### src/rtl/gfps_pkg.sv
package gfps_pkg;

   // Widest field the block is built for.
   localparam int unsigned GFPS_MAX_M = 64;

   // Low coefficients of x^M + x + 1.
   localparam logic [GFPS_MAX_M-1:0] GFPS_TRI_LOW = 64'h3;

   // Number of coefficients of an unreduced A * B^2 (degrees 0 .. 3M-3).
   function automatic int prod_width(input int m);
      return 3 * m - 2;
   endfunction

   // Number of product coefficients above degree M-1 that need folding.
   function automatic int fold_rows(input int m);
      return 2 * m - 2;
   endfunction

   // Smallest i with b_i contributing to degree k (k = j + 2i, j < m).
   function automatic int lo_idx(input int m, input int k);
      int v;
      v = k - (m - 1);
      if (v < 0) v = 0;
      return (v + 1) / 2;
   endfunction

   // Largest i with b_i contributing to degree k.
   function automatic int hi_idx(input int m, input int k);
      int v;
      v = k / 2;
      if (v > m - 1) v = m - 1;
      return v;
   endfunction

   function automatic int term_count(input int m, input int k);
      return hi_idx(m, k) - lo_idx(m, k) + 1;
   endfunction

endpackage

### src/rtl/gfps_xor_tree.sv
// Balanced parity tree over N input bits; depth ceil(log2 N).
module gfps_xor_tree #(
   parameter int N = 4
) (
   input  logic [N-1:0] bits_i,
   output logic         x_o
);
   localparam int LVL = (N > 1) ? $clog2(N) : 0;
   localparam int P   = 1 << LVL;

   if (N < 1) begin : g_bad_n
      $error("gfps_xor_tree: N must be at least 1");
   end

   for (genvar l = 0; l <= LVL; l++) begin : g_lvl
      logic [(P >> l)-1:0] v;
      if (l == 0) begin : g_leaf
         always_comb begin
            v = '0;
            v[N-1:0] = bits_i;
         end
      end else begin : g_node
         for (genvar i = 0; i < (P >> l); i++) begin : g_pair
            assign v[i] = g_lvl[l-1].v[2*i] ^ g_lvl[l-1].v[2*i+1];
         end
      end
   end

   assign x_o = g_lvl[LVL].v[0];
endmodule

### src/rtl/gfps_power_sum.sv
// Unreduced A * B^2. B^2 places b_i at degree 2i, so degree k sums
// a_j & b_i over all j + 2i = k. Each degree is one balanced tree.
module gfps_power_sum import gfps_pkg::*; #(
   parameter int M = 8
) (
   input  logic [M-1:0]              a_i,
   input  logic [M-1:0]              b_i,
   output logic [prod_width(M)-1:0]  d_o
);
   localparam int W = prod_width(M);

   for (genvar k = 0; k < W; k++) begin : g_deg
      localparam int LO = lo_idx(M, k);
      localparam int NT = term_count(M, k);
      logic [NT-1:0] term;
      for (genvar q = 0; q < NT; q++) begin : g_term
         assign term[q] = a_i[k - 2*(LO + q)] & b_i[LO + q];
      end
      gfps_xor_tree #(.N(NT)) u_tree (
         .bits_i (term),
         .x_o    (d_o[k])
      );
   end
endmodule

### src/rtl/gfps_fold_table.sv
// Residues r_t = x^(M+t) mod P for t = 0 .. 2M-3, packed row by row.
// The trinomial variant ties the source polynomial to a constant.
module gfps_fold_table import gfps_pkg::*; #(
   parameter int M         = 8,
   parameter bit TRINOMIAL = 1'b0
) (
   input  logic [M-1:0]                 poly_i,
   output logic [fold_rows(M)*M-1:0]    fold_o
);
   localparam int NHI = fold_rows(M);

   logic [M-1:0] gsrc;
   logic [M-1:0] row [NHI];

   if (TRINOMIAL) begin : g_tri
      localparam logic [M-1:0] GCONST = GFPS_TRI_LOW[M-1:0];
      assign gsrc = GCONST;
   end else begin : g_gen
      assign gsrc = poly_i;
   end

   assign row[0] = gsrc;
   for (genvar t = 1; t < NHI; t++) begin : g_row
      // x * r_{t-1}; an overflow into x^M re-folds as gsrc.
      assign row[t] = {row[t-1][M-2:0], 1'b0} ^ ({M{row[t-1][M-1]}} & gsrc);
   end

   for (genvar t = 0; t < NHI; t++) begin : g_pack
      assign fold_o[t*M +: M] = row[t];
   end
endmodule

### src/rtl/gfps_reduce.sv
// Folds the high product coefficients back through the residue table
// and adds C in the same tree.
module gfps_reduce import gfps_pkg::*; #(
   parameter int M = 8
) (
   input  logic [prod_width(M)-1:0]   d_i,
   input  logic [fold_rows(M)*M-1:0]  fold_i,
   input  logic [M-1:0]               c_i,
   output logic [M-1:0]               y_o
);
   localparam int NHI = fold_rows(M);
   localparam int NT  = NHI + 2;

   for (genvar n = 0; n < M; n++) begin : g_bit
      logic [NT-1:0] term;
      for (genvar t = 0; t < NHI; t++) begin : g_hi
         assign term[t] = d_i[M + t] & fold_i[t*M + n];
      end
      assign term[NHI]     = d_i[n];
      assign term[NHI + 1] = c_i[n];
      gfps_xor_tree #(.N(NT)) u_tree (
         .bits_i (term),
         .x_o    (y_o[n])
      );
   end
endmodule

### src/rtl/gf_power_sum.sv
module gf_power_sum import gfps_pkg::*; #(
   parameter int M         = 8,
   parameter bit TRINOMIAL = 1'b0
) (
   input  logic [M-1:0] a_i,
   input  logic [M-1:0] b_i,
   input  logic [M-1:0] c_i,
   input  logic [M-1:0] poly_i,
   output logic [M-1:0] y_o
);
   localparam int W   = prod_width(M);
   localparam int NHI = fold_rows(M);

   if (M < 2 || M > GFPS_MAX_M) begin : g_bad_m
      $error("gf_power_sum: M must lie in 2..64");
   end

   logic [W-1:0]     prod;
   logic [NHI*M-1:0] fold;

   gfps_power_sum #(.M(M)) u_ps (
      .a_i (a_i),
      .b_i (b_i),
      .d_o (prod)
   );

   gfps_fold_table #(.M(M), .TRINOMIAL(TRINOMIAL)) u_tab (
      .poly_i (poly_i),
      .fold_o (fold)
   );

   gfps_reduce #(.M(M)) u_red (
      .d_i    (prod),
      .fold_i (fold),
      .c_i    (c_i),
      .y_o    (y_o)
   );
endmodule

### config.mk
export PLATFORM = sky130hd
export DESIGN_NAME = gf_power_sum
export DESIGN_NICKNAME = d
export VERILOG_FILES = /design/src/rtl/gfps_pkg.sv /design/src/rtl/gfps_xor_tree.sv /design/src/rtl/gfps_power_sum.sv /design/src/rtl/gfps_fold_table.sv /design/src/rtl/gfps_reduce.sv /design/src/rtl/gf_power_sum.sv
export SDC_FILE = /design/constraint.sdc
export NUM_CORES = 1
export LEC_CHECK = 0
export ABC_CLOCK_PERIOD_IN_PS = 7740
export BUFFER_PORTS_ARGS = -buffer_cell sky130_fd_sc_hd__buf_2
export CORE_MARGIN = 8
export CORE_UTILIZATION = 55
export DETAILED_ROUTE_END_ITERATION = 7
export MAX_ROUTING_LAYER = met4
export PLACE_DENSITY = 0.88
export SLEW_MARGIN = 20
export SYNTH_ARGS = -nofsm -noshare
export SYNTH_HDL_FRONTEND = slang
export SYNTH_HIERARCHICAL = 1
export SYNTH_SLANG_ARGS = --single-unit
### constraint.sdc
create_clock -name vclk -period 7.74
set_input_delay 0.774 -clock vclk [all_inputs]
set_output_delay 0.774 -clock vclk [all_outputs]
set_load 0.05 [all_outputs]
==> results of run 1 <==
synth_stat cells, types with 6 or more instances:
cell      instances  share of area (%)
buf_2             6               0.55
nand2_1          74                5.1
nor3_1            6               0.55
nor2b_1           6               0.69
and2_1          186                 21
xnor2_1         198                 32
xnor2_2           6                1.8
nand3_1          14                1.3
xnor3_1           6                2.5
mux2i_1           6                1.1
buf_4            13                1.8
clkbuf_1         13               0.90
and3_1            7               0.80
xor2_1           39                6.3
a21oi_1          13                1.2
inv_1            16                1.1
nor2_1           14               0.97
routing by layer:
metal	wire (µm)	GRT usage, %	share of wire [%]	up-vias
met4	380	6.22	2.3	0
li1	-	-	-	2417
met2	7640	38.4	47	227
met3	1370	2.61	8.5	38
met1	6790	30.9	42	2442
met5	0	-	0	-
worst max-delay path, cell delays in order:
cell and delay, ps:
buf_2 100, inv_1 50, ha_1 330, nor2b_2 160, xnor3_2 330, xnor2_4 210, buf_4 180, xnor2_1 120
mux2_2 360, a21oi_1 170, o211a_1 260, xnor3_1 420, xnor2_2 220, mux2i_2 280, xor3_2 440, xor2_4 260
inv_4 100, and3_4 190, a221oi_2 170, or3b_1 380, xnor2_1 130, and2_1 170, xnor2_1 210, xnor2_1 210
xnor2_2 170, xnor2_2 130, clkbuf_4 240
cells by family after synthesis:
logic type,after synthesis
compound gates,66
mux,12
xor+xnor,263
fa+ha+maj,3
buf+inv,57
simple gates,325
timing repair:
item,4_1_cts,5_1_grt
setup buffers,0,10
pin swaps,1,11
hold buffers,0,0
gates resized for setup,1,34
endpoints found under the setup margin,2,8
cell type report:
class / instances / area (µm²) / share of cell area [%]
Multi-Input combinational cell: 669 / 5400 / 87.5
Tap cell: 133 / 166 / 2.70
Timing Repair Buffer: 80 / 515 / 8.36
Inverter: 21 / 87.6 / 1.42
worst paths after layout:
path	from	endpoint	slack (ps)	cells past startpoint
max	poly_i[6]	y_o[4]	190	27
min	c_i[0]	y_o[0]	2310	6
per-stage QoR:
stage                     hold slack, ps  TNS [ps]  utilization (%)  setup slack (ps)  cells
after floorplan                     2120      -227                -              -227    726
after global placement              2290     -59.7             61.0             -59.7    893
after detailed placement            2330      -154             61.0              -129    893
after CTS                           2330     -4.25             61.0             -4.25    893
after global routing                2360     -92.9             63.7             -92.9    903
final                               2310         0             63.7               185    903
==> flow_summary.toml, run 1 <==
[worst_setup_path]
worstSetupPathType = "input pin to output port"
critPathLaunchType = "input pin"
cp_max_fo = 10
worst_setup_path_end_kind = "output port"
required_ps = 6970
crit_arrival_ps = 6780

[finish]
mostFrequentLayoutCells = "186 x and2_1, 183 x xnor2_1, 73 x nand2_1"
final_common_cell = "and2_1"
nets = 807
nClkBuffers = 0
area.sequential_um2 = 0
fillCellCount = 797
design.seq.count = 0
syn_to_final_growth_pct = 13.4
fin_area_um2 = 6170
insertedDiodeCount = 0
drive_gt1_share_pct = 19.9

[synth]
syn_inst = 726
synthSimpleGateAreaFrac_pct = 33.3
avgSynthCellArea_um2 = 7.50
synth_mux_area_share_pct = 2.62
synth_cell_type_count = 73
synth-xor-area-share_pct = 48.6
syn_nets = 761
synth_area_um2 = 5440
ys_seq_area_share_pct = 0
synth_compound_area_share_pct = 9.59
synth_fa_ha_area_share_pct = 0.690
synth_top_family_by_area = "XOR/XNOR gates"
yosys_warnings = 6

[detailed_routing]
ant_nets = 0
via_per_inst = 5.67
first_pass_iters = 5
post-route-drc-count = 0
dr_total_vias = 5124
wire_per_inst_um = 17.9
wl_um = 16200
first_iter_violations = 412

[place]
place_hpwl_um = 12800
portBuffers = 40
gp_congestion = 0.998
place_area_um2 = 5910

[run_status]
outcome = "finished, final reports clean"

[min_path]
min_path_type = "input pin to output port"

[floorplan]
pin_count = 40
fp-row-count = 36
coreArea_um2 = 9680
design.die.area_um2 = 13300
die_h_um = 115
die_w_um = 115
initial_utilization_pct = 56.2

[global_route]
globalRouteOverflowTotal = 0
grt_pass1_vias = 4693
grt.total_usage_pct = 23.8
grt_pass1_wl_um = 24800
grt_start_max_net_pins = 30
antenna_found_initial = 0

[timing]
tightest_slew_ps = 1030
slew_violations = 0
fmaxAchievable_ghz = 0.132
relSlewSlack_pct = 30.8
setup_viol = 0
post-route-min-period_ps = 7550
fin_crit_sh_pct = 97.6
hold_viol = 0

[run]
drv_cap = 0
Power of run 1 is left out: the tool's default activity adds up to more than one toggle a clock period on the data nets, which glitch-free logic cannot reach.
==> run 2: changes to the inputs <==
CORE_MARGIN = not set   (was 8)
==> run 2 against run 1 <==
Die area is 23% lower. Fmax increased by 0.27%. First-iteration DRC count is 16% higher. Count of clock-buffer cells in the layout unchanged. Sequential share of layout area stayed put. Hold slack got worse by 20 ps. Flip-flop and latch count is the same. Non-clock buffer count grew 4. Design area decreased by 0.53%. Global-route usage up 7.7 points. Critical path type unchanged. Largest cell class unchanged.
==> flow_summary.toml, run 2 (synthesis results as in run 1) <==
[run_status]
outcome = "finished, final reports clean"

[worst_setup_path]
crit_path_top_delay_cell = "o311ai_1"
cp_max_fo = 10
worst_setup_path_end_kind = "output port"
worstSetupPathType = "input pin to output port"
max_stage_delay_ps = 500
crit_top_cell = "xnor2_1"
crit_arrival_ps = 6760
required_ps = 6970
critPathLaunchType = "input pin"

[floorplan]
coreArea_um2 = 9420
die_h_um = 101
fp-row-count = 35
design.die.area_um2 = 10300
pin_count = 40
die_w_um = 101
initial_utilization_pct = 57.8

[timing]
fmaxAchievable_ghz = 0.133
setup_viol = 0
finalSetupTns_ps = 0
fin_crit_sh_pct = 97.3
post-route-min-period_ps = 7530
slew_violations = 0
relSlewSlack_pct = 31.4
tightest_slew_ps = 1020
hold_viol = 0

[min_path]
min-delay-start = "c_i[3]"
min_path_type = "input pin to output port"
hold_depth = 6
min_to = "y_o[3]"

[global_route]
grt_start_max_net_pins = 24
grt_pass1_wl_um = 24700
antenna_found_initial = 0
grt.total_usage_pct = 31.5
globalRouteOverflowTotal = 0
grt_pass1_vias = 4774

[finish]
insertedDiodeCount = 0
final_common_cell = "xnor2_1"
drive_gt1_share_pct = 19.8
nClkBuffers = 0
utilization_pct = 65.2
syn_to_final_growth_pct = 12.8
area.sequential_um2 = 0
design.seq.count = 0
mostFrequentLayoutCells = "188 x xnor2_1, 186 x and2_1, 74 x nand2_1"
fillCellCount = 806
nets = 811

[cts]
cts_hold_buf = 0

[detailed_routing]
via_per_inst = 5.79
wire_per_inst_um = 17.6
first_iter_violations = 478
dr_total_vias = 5230
post-route-drc-count = 0
first_pass_iters = 5
wl_um = 15900
ant_nets = 0

[place]
gp_congestion = 1.02
place_hpwl_um = 12300
portBuffers = 40

[run]
drv_cap = 0
-- run 2: changes by cell type in the layout (fill, tap and decap cells not counted), moves of 2 or more --
cell | before | now
a2111oi_4 | 2 | 0
buf_4 | 39 | 42
buf_6 | 0 | 3
xnor2_1 | 183 | 188
xnor2_2 | 19 | 14
xnor3_1 | 4 | 2
xnor3_2 | 3 | 5
-- run 2: stage by stage --
stage                     cells  worst slack [ps]  hold WS [ps]  instance area [µm²]
after floorplan             726              -227          2120                 5500
after global placement      889               135          2280                 5890
after detailed placement    889             -41.0          2300                 5890
after CTS                   889              44.9          2310                 5890
after global routing        903             -45.3          2350                 6140
final                       903               206          2290                 6140
-- run 2: what timing repair did --
action                     4_1_cts  5_1_grt
pin swaps                        0       13
setup buffers                    0       14
setup endpoints to repair        1        8
resized for setup                1       32
-- run 2: layer usage --
layer	part of all wire (%)	vias up	GRT usage, %	wire (µm)
met2	46	302	49.9	7360
met4	2.5	0	8.81	395
met5	0	-	-	0
met1	42	2461	43.4	6660
met3	9.2	43	1.93	1460
li1	-	2424	-	-
-- run 2: worst max-delay path by stage --
| stage | from | end | slack (ps) | depth (start not counted) |
|---|---|---|---|---|
| floorplan | poly_i[6] | y_o[4] | -230 | 27 |
| global placement | poly_i[6] | y_o[4] | 130 | 27 |
| detailed placement | poly_i[6] | y_o[4] | -40 | 27 |
| CTS | poly_i[6] | y_o[4] | 40 | 27 |
| global route | poly_i[6] | y_o[4] | -50 | 27 |
| finish | poly_i[6] | y_o[4] | 210 | 27 |
-- run 2: final cells by class --
class,count,area [µm²],share of cell area (%)
tap,129,161,2.63
inverter,21,83.8,1.37
timing repair buffer,84,544,8.87
multi-input combinational,669,5350,87.1
-- run 2: critical path, delay by kind of cell --
| kind | cells | cell delay, ps |
|---|---|---|
| simple gates | 5 | 1180 |
| mux | 1 | 200 |
| buf+inv | 5 | 560 |
| compound gates | 6 | 1560 |
| xor+xnor | 9 | 2150 |
| fa+ha+maj | 1 | 340 |
Power of run 2 is left out for the same reason.
==> run 3: changes to the inputs <==
ABC_CLOCK_PERIOD_IN_PS = 9800   (was 7740)
CORE_ASPECT_RATIO = 1.75   (was not set)
PLACE_DENSITY = 0.85   (was 0.88)
clock period = 9.8 ns   (was 7.74 ns; I/O delays follow)
==> run 3 against run 2 <==
Critical path depth shrank 1. Count of clock-buffer cells in the layout is the same. Setup slack gained 620 ps. Sequential share of layout area is the same. Hold slack gained 390 ps. Die area grew 0.15%. Cell count shrank 5.2%. Design area shrank 8.3%. Via count shrank 5.2%. Largest cell class unchanged.
==> flow_summary.toml, run 3 (synthesis results as in run 1) <==
[floorplan]
die_w_um = 77.2
initial_utilization_pct = 57.1
fp-row-count = 47
die_h_um = 134
coreArea_um2 = 9530
design.die.area_um2 = 10300
pin_count = 40

[worst_setup_path]
worst_setup_path_end_kind = "output port"
path_buf_inv = 4
max_stage_delay_ps = 690
required_ps = 8820
crit_family = "XOR/XNOR gates"
cp_max_fo = 17
critPathLaunchType = "input pin"
crit_path_top_delay_cell = "xnor3_1"
worstSetupPathType = "input pin to output port"
crit_top_cell = "xnor2_1"
crit_arrival_ps = 8000

[min_path]
min-delay-start = "c_i[7]"
hold_depth = 6
min_to = "y_o[7]"
min_path_type = "input pin to output port"

[detailed_routing]
wl_met2_um = 8050
dr.max_layer_used = "met4"
via_per_inst = 5.79
first_iter_violations = 328
ant_nets = 0
wl_met1_um = 5540
first_pass_iters = 5
post-route-drc-count = 0
wl_um = 15800
wire_per_inst_um = 18.5
dr_total_vias = 4959
dr_wl_met3_um = 704

[global_route]
antenna_found_initial = 0
grt_pass1_vias = 4832
globalRouteOverflowTotal = 0
grt.total_usage_pct = 31.7
grt_pass1_wl_um = 24900
grt_start_max_net_pins = 32

[finish]
insertedDiodeCount = 0
nets = 771
fillCellCount = 917
nClkBuffers = 0
final_common_cell = "xnor2_1"
design.seq.count = 0
area.sequential_um2 = 0
syn_to_final_growth_pct = 3.38
drive_gt1_share_pct = 11.4
mostFrequentLayoutCells = "198 x xnor2_1, 186 x and2_1, 74 x nand2_1"

[timing]
fin_crit_sh_pct = 91.6
relSlewSlack_pct = 26.4
post-route-min-period_ps = 8980
hold_viol = 0
slew_violations = 0
finalSetupTns_ps = 0
fmaxAchievable_ghz = 0.111
tightest_slew_ps = 1100
setup_viol = 0
rsz0062_at_grt = "no"

[cts]
cts_hold_buf = 0
post_cts.repair.setup_buffers = 0
post_cts_resized = 0

[place]
gp_congestion = 1.03
portBuffers = 40
place_hpwl_um = 12600

[run]
drv_cap = 0

[run_status]
outcome = "finished, final reports clean"
[run 3: area by class of cell]
| type | count | area (µm²) | area share [%] |
|---|---|---|---|
| multi-input combinational | 669 | 5160 | 91.7 |
| timing repair buffer | 44 | 230 | 4.09 |
| inverter | 21 | 83.8 | 1.49 |
| tap | 122 | 153 | 2.71 |
[run 3: worst max path at each step]
| stage | cells after the start | slack [ps] | start | to |
|---|---|---|---|---|
| 2_1_floorplan | 27 | 1140 | poly_i[6] | y_o[4] |
| 3_3_place_gp | 25 | 1020 | poly_i[6] | y_o[4] |
| 3_5_place_dp | 26 | 1020 | poly_i[6] | y_o[4] |
| 4_1_cts | 26 | 990 | poly_i[6] | y_o[4] |
| 5_1_grt | 26 | 440 | poly_i[6] | y_o[4] |
| 6_report | 26 | 820 | poly_i[6] | y_o[4] |
[run 3: routing by layer]
layer,vias to the layer above,GRT usage [%]
met5,-,-
met4,0,25.4
met3,80,1.37
met2,217,55.0
li1,2344,-
met1,2318,32.8
[run 3: stage by stage]
step	instances	instance area, µm²	util [%]	hold slack, ps	setup slack [ps]
global route	856	5630	59.0	2720	445
detailed placement	856	5630	59.0	2680	1020
floorplan	726	5440	-	2600	1140
global placement	856	5630	59.0	2680	1020
CTS	856	5630	59.0	2690	995
finish	856	5630	59.0	2680	821
Power of run 3 is left out for the same reason.
